**config.mk**
```make
export PLATFORM = sky130hd
export DESIGN_NAME = prio_irq_ctrl
export DESIGN_NICKNAME = d
export VERILOG_FILES = /design/src/rtl/prio_irq_ctrl.sv
export SDC_FILE = /design/constraint.sdc
export NUM_CORES = 1
export LEC_CHECK = 0
export ABC_AREA = 1
export BUFFER_PORTS_ARGS = -buffer_cell sky130_fd_sc_hd__buf_2
export CORE_MARGIN = 3
export CORE_UTILIZATION = 58
export DETAILED_ROUTE_END_ITERATION = 10
export GPL_ROUTABILITY_DRIVEN = 0
export PLACE_DENSITY_LB_ADDON = 0.12
export SYNTH_ARGS = -nofsm -noshare
export SYNTH_HDL_FRONTEND = slang
export SYNTH_SLANG_ARGS = --single-unit
```
**constraint.sdc**
```tcl
create_clock -name clk -period 2.25 [get_ports clk]
set_input_delay 0.225 -clock clk [delete_from_list [all_inputs] [get_ports clk]]
set_output_delay 0.225 -clock clk [all_outputs]
set_load 0.02 [all_outputs]
```
**src/rtl/prio_irq_ctrl.sv**
```systemverilog
module prio_irq_ctrl #(
  parameter int NUM_LINES = 8,
  localparam int IDX_W = $clog2(NUM_LINES),
  localparam int VEC_W = $clog2(NUM_LINES + 1),
  localparam int TH_W  = $clog2(NUM_LINES + 1),
  localparam int PW    = NUM_LINES + 1
) (
  input  logic                 clk,
  input  logic                 rst_n,
  input  logic [NUM_LINES-1:0] irq_req,
  input  logic                 nmi_req,
  input  logic                 cfg_we,
  input  logic [1:0]           cfg_sel,
  input  logic [NUM_LINES-1:0] cfg_data,
  input  logic                 irq_ack,
  input  logic                 eos_valid,
  input  logic [VEC_W-1:0]     eos_vec,
  output logic                 irq_out,
  output logic [VEC_W-1:0]     irq_vec
);

  localparam logic [VEC_W-1:0] NMI_VEC = VEC_W'(NUM_LINES);

  logic [NUM_LINES-1:0] req_q, line_en;
  logic                 nmi_q;
  logic [PW-1:0]        pend, svc;
  logic [TH_W-1:0]      thr;
  logic                 gie, auto_off;

  logic [NUM_LINES-1:0] elig, blocked, cand;
  logic [IDX_W-1:0]     win_idx;
  logic                 nmi_sel, take;
  logic [PW-1:0]        rise, ack_hot, eos_hot;

  always_comb begin
    logic run;
    run = 1'b0;
    for (int i = 0; i < NUM_LINES; i++) begin
      run        = run | svc[i];
      blocked[i] = run;
      elig[i]    = pend[i] & line_en[i] & (thr <= TH_W'(NUM_LINES - 1 - i));
    end
  end

  assign cand = elig & ~blocked & {NUM_LINES{gie & ~svc[NUM_LINES]}};

  always_comb begin
    win_idx = '0;
    for (int i = NUM_LINES - 1; i >= 0; i--)
      if (cand[i]) win_idx = IDX_W'(i);
  end

  assign nmi_sel = pend[NUM_LINES] & ~svc[NUM_LINES];
  assign irq_out = nmi_sel | (|cand);
  assign irq_vec = nmi_sel ? NMI_VEC : VEC_W'(win_idx);

  assign take    = irq_ack & irq_out;
  assign rise    = {nmi_req & ~nmi_q, irq_req & ~req_q};
  assign ack_hot = take ? (PW'(1) << irq_vec) : '0;
  assign eos_hot = eos_valid ? (PW'(1) << eos_vec) : '0;

  always_ff @(posedge clk) begin
    if (!rst_n) begin
      req_q    <= '0;
      nmi_q    <= 1'b0;
      pend     <= '0;
      svc      <= '0;
      line_en  <= '0;
      thr      <= '0;
      gie      <= 1'b0;
      auto_off <= 1'b1;
    end else begin
      req_q <= irq_req;
      nmi_q <= nmi_req;
      pend  <= (pend & ~ack_hot) | rise;
      svc   <= (svc & ~eos_hot) | ack_hot;
      if (take && auto_off) gie <= 1'b0;
      if (cfg_we) begin
        case (cfg_sel)
          2'd0: line_en <= cfg_data;
          2'd1: thr <= cfg_data[TH_W-1:0];
          2'd2: begin
            gie      <= cfg_data[0];
            auto_off <= cfg_data[1];
          end
          default: ;
        endcase
      end
    end
  end

  p_gie_gate_r6: assert property (@(posedge clk) disable iff (!rst_n)
    (irq_out && irq_vec != NMI_VEC) |-> gie);

  p_nmi_top_r9: assert property (@(posedge clk) disable iff (!rst_n)
    (pend[NUM_LINES] && !svc[NUM_LINES]) |-> (irq_out && irq_vec == NMI_VEC));

  p_line_en_r4: assert property (@(posedge clk) disable iff (!rst_n)
    (irq_out && irq_vec != NMI_VEC) |-> (line_en[irq_vec[IDX_W-1:0]] && pend[irq_vec]));

  p_thresh_r5: assert property (@(posedge clk) disable iff (!rst_n)
    (irq_out && irq_vec != NMI_VEC) |-> (thr <= TH_W'(NUM_LINES - 1) - TH_W'(irq_vec)));

  p_not_in_svc_r8: assert property (@(posedge clk) disable iff (!rst_n)
    irq_out |-> !svc[irq_vec]);

  p_nmi_blocks_r8: assert property (@(posedge clk) disable iff (!rst_n)
    (irq_out && irq_vec != NMI_VEC) |-> !svc[NUM_LINES]);

  p_enter_svc_r7: assert property (@(posedge clk) disable iff (!rst_n)
    (take && !eos_valid) |=> svc[$past(irq_vec)]);

  p_auto_off_r7: assert property (@(posedge clk) disable iff (!rst_n)
    (take && auto_off && !(cfg_we && cfg_sel == 2'd2)) |=> !gie);

  p_idle_ack_r10: assert property (@(posedge clk) disable iff (!rst_n)
    (irq_ack && !irq_out && !eos_valid) |=> $stable(svc));

  p_nmi_edge_r2: assert property (@(posedge clk) disable iff (!rst_n)
    (nmi_req && !nmi_q) |=> pend[NUM_LINES]);

endmodule

```
==> impl_metrics.py <==
metrics = {
    "status": {
        "status": "finished clean",
    },
    "sta": {
        "period_needed_ns": 2.15,
        "hold_viol": 0,
        "setup_violations": 0,
        "maxSlewViolCount": 0,
        "clock.fmax_ghz": 0.465,
        "fin_setup_tns_ns": 0,
        "period_share_pct": 95.5,
        "worst_slew_pin_slew_ns": 0.525,
        "fin_skew_ns": 0.0114,
        "slew_headroom_pct": 65.0,
    },
    "yosys": {
        "synth_top_area_share_pct": 44.7,
        "synth_commonest_cells": "54 x nand2_1, 41 x dfxtp_1, 38 x inv_1, 30 x nor2_1, 22 x o21ai_0",
        "synth_warnings": 0,
        "yosysTopAreaCell": "dfxtp_1",
        "syn-cell-area_mm2": 0.00183,
        "yosys-top-cells-area": "dfxtp_1 45%, nand2_1 11%, inv_1 7.8%",
        "synth.most_common_cell": "nand2_1",
        "syn-num-nets": 289,
        "ys_async_sr_fraction_pct": 0,
        "ys_seq_area_share_pct": 44.7,
        "syn_area_per_cell_um2": 7.03,
        "synth_edf_count": 0,
        "synth.distinct_cells": 25,
        "syn_inst": 261,
        "synthFlopType": "dfxtp_1",
        "ys_seq_elements": 41,
    },
    "die": {
        "dieWidth_um": 62.2,
        "rows": 19,
        "die_h_um": 62.2,
        "design.core.area_mm2": 0.00288,
        "die_area_mm2": 0.00387,
        "io_pins": 33,
        "start_util_pct": 63.8,
    },
    "clock_network": {
        "clk_pin_slew_worst_paths_ns": 0.12,
        "clock_sinks": 41,
        "cts_max_level": 2,
        "clockRootBuffer": "clkbuf_4",
        "numCtsBuffers": 5,
        "worstSkewPairLatency_ns": 0.35,
        "clockBufferDepth": 2,
        "cts_tree": "yes",
    },
    "global_route": {
        "grt_max_degree": 34,
        "track_usage_pct": 23.0,
        "grt_pass1_wl_mm": 7.15,
        "grt_pass1_vias": 1652,
        "grt-ovfl-total": 0,
        "antenna_found_initial": 0,
    },
    "critical_path": {
        "arrival_ns": 1.92,
        "end_kind": "primary output",
        "crit_required_ns": 2.03,
        "path_max_fanout": 5,
        "criticalPathCategory": "register to primary output",
        "start_kind": "register",
    },
    "drt": {
        "drt_iter0_drc": 95,
        "via_per_inst": 5.15,
        "drt_first_pass_iters": 4,
        "ant_nets": 0,
        "remaining_drc_errors": 0,
        "routed_wl_mm": 4.24,
        "vias": 1755,
        "avgRoutedWirePerCell_um": 12.4,
    },
    "power_and_ir_drop": {
        "power_leakage_nw": 1.07,
        "p_per_area_mw_per_mm2": 658,
        "pwr-share-clk_pct": 33.4,
        "power_frac_comb_pct": 11.3,
        "pwr-share-seq_pct": 55.2,
        "p_switching_w": 0.000369,
        "finalPower_w": 0.00143,
        "power.share.switching_pct": 25.7,
        "ir_worst_vdd_uv": 468,
        "p_int_w": 0.00106,
    },
    "placement": {
        "dpl.hpwl_mm": 3.21,
        "portBuffers": 32,
    },
    "finish": {
        "area_delta_synth_final_pct": 18.7,
        "drive_gt1_share_pct": 25.4,
        "nNetsFinal": 326,
        "diodes": 0,
    },
    "hold_path": {
        "hp-class": "input pin to register",
    },
    "job": {
        "max_cap_viol_count": 0,
    },
}
## cells by family (layout without fill, tap and decap cells)
kind of cell	after synthesis	in the layout	synth area share, %
flops	41	41	44.7
compound gates	45	45	13.0
buf+inv	45	83	9.41
simple gates	130	130	32.9
## per-stage QoR
step           setup slack, ns  instances  hold WS, ns  area, µm²  util [%]
2_1_floorplan            0.694        261        0.329       1830         -
5_1_grt                -0.0175        341       0.0353       2180      75.7
6_report                 0.100        341       0.0552       2180      75.7
3_5_place_dp             0.364        332        0.399       2040      70.8
4_1_cts                 0.0244        340       0.0461       2130      74.1
3_3_place_gp             0.384        332        0.393       2040      70.8
## power by group through the flow
stage | Combinational, W | Clock (W) | Sequential [W]
after CTS | 0.000157 | 0.000485 | 0.000790
after global placement | 0.000150 | 0 | 0.000805
final | 0.000162 | 0.000479 | 0.000792
after floorplan | 0.000103 | 0 | 0.000797
after detailed placement | 0.000154 | 0 | 0.000805
after global routing | 0.000186 | 0.000519 | 0.000796
## worst paths after layout
check | from | end | slack, ns | depth (start not counted)
worst max-delay path | thr[3]$_SDFFE_PN0P_ | irq_vec[0] | 0.10 | 14
worst min-delay path | irq_req[6] | req_q[6]$_SDFF_PN0_ | 0.06 | 3
worst max register to register | svc[0]$_SDFF_PN0_ | pend[1]$_SDFF_PN0_ | 0.40 | 8
worst min register to register | req_q[7]$_SDFF_PN0_ | pend[7]$_SDFF_PN0_ | 0.41 | 1
## critical path: stages (launching register included)
cell and delay [ns]:
dfxtp_2 0.36, inv_2 0.07, nand3_4 0.10, nor2_4 0.11, nand2_1 0.06, nor2_1 0.14, nand2_1 0.08, nand2_1 0.06
nand2_1 0.06, nand2_2 0.09, nand2_2 0.08, nand2_2 0.10, nand2_2 0.07, inv_1 0.06, buf_4 0.13
## layout by cell type, fill, tap and decap left out, types with 3 or more instances in the layout
cell type,n
or2_2,5
buf_4,3
nor2_4,3
nor2_1,28
dfxtp_1,37
inv_1,37
nand3_1,15
clkbuf_4,5
buf_2,31
nand2_1,50
o21ai_0,22
dfxtp_2,4
a21oi_1,15
o21ai_1,4
nand4_1,5
nor3_1,6
nand2_2,6
nor2_2,6
inv_2,3
## flip-flops by register name (all words and copies together) (netlist names)
| name | count |
|---|---|
| thr | 4 |
| nmi_q | 1 |
| pend | 9 |
| line_en | 8 |
| req_q | 8 |
| auto_off | 1 |
| gie | 1 |
| svc | 9 |
## timing repair
action                                 in CTS  in global routing
hold buffers                                0                  0
resized for setup                           5                 12
buffers inserted                            0                  1
endpoints found under the hold margin       0                  0
pin swaps                                   0                  2
setup endpoints to repair                   1                  1
## area by class of cell
cell class	instances	area, µm²
Multi-Input combinational cell	175	887
Sequential cell	41	826
Fill cell	244	699
Timing Repair Buffer	34	178
Inverter	41	154
Tap cell	42	52.6
Clock buffer	6	41.3
Clock inverter	2	38.8
## metal layers
layer	GRT usage, %	part of all wire, %	routed length [µm]	vias to the layer above
li1	-	-	-	904
met4	12.2	3.0	129	0
met2	35.9	45	1930	60
met5	0	0	0	-
met1	28.9	45	1920	779
met3	6.49	6.1	260	12
(Power assumes the default switching activity.)
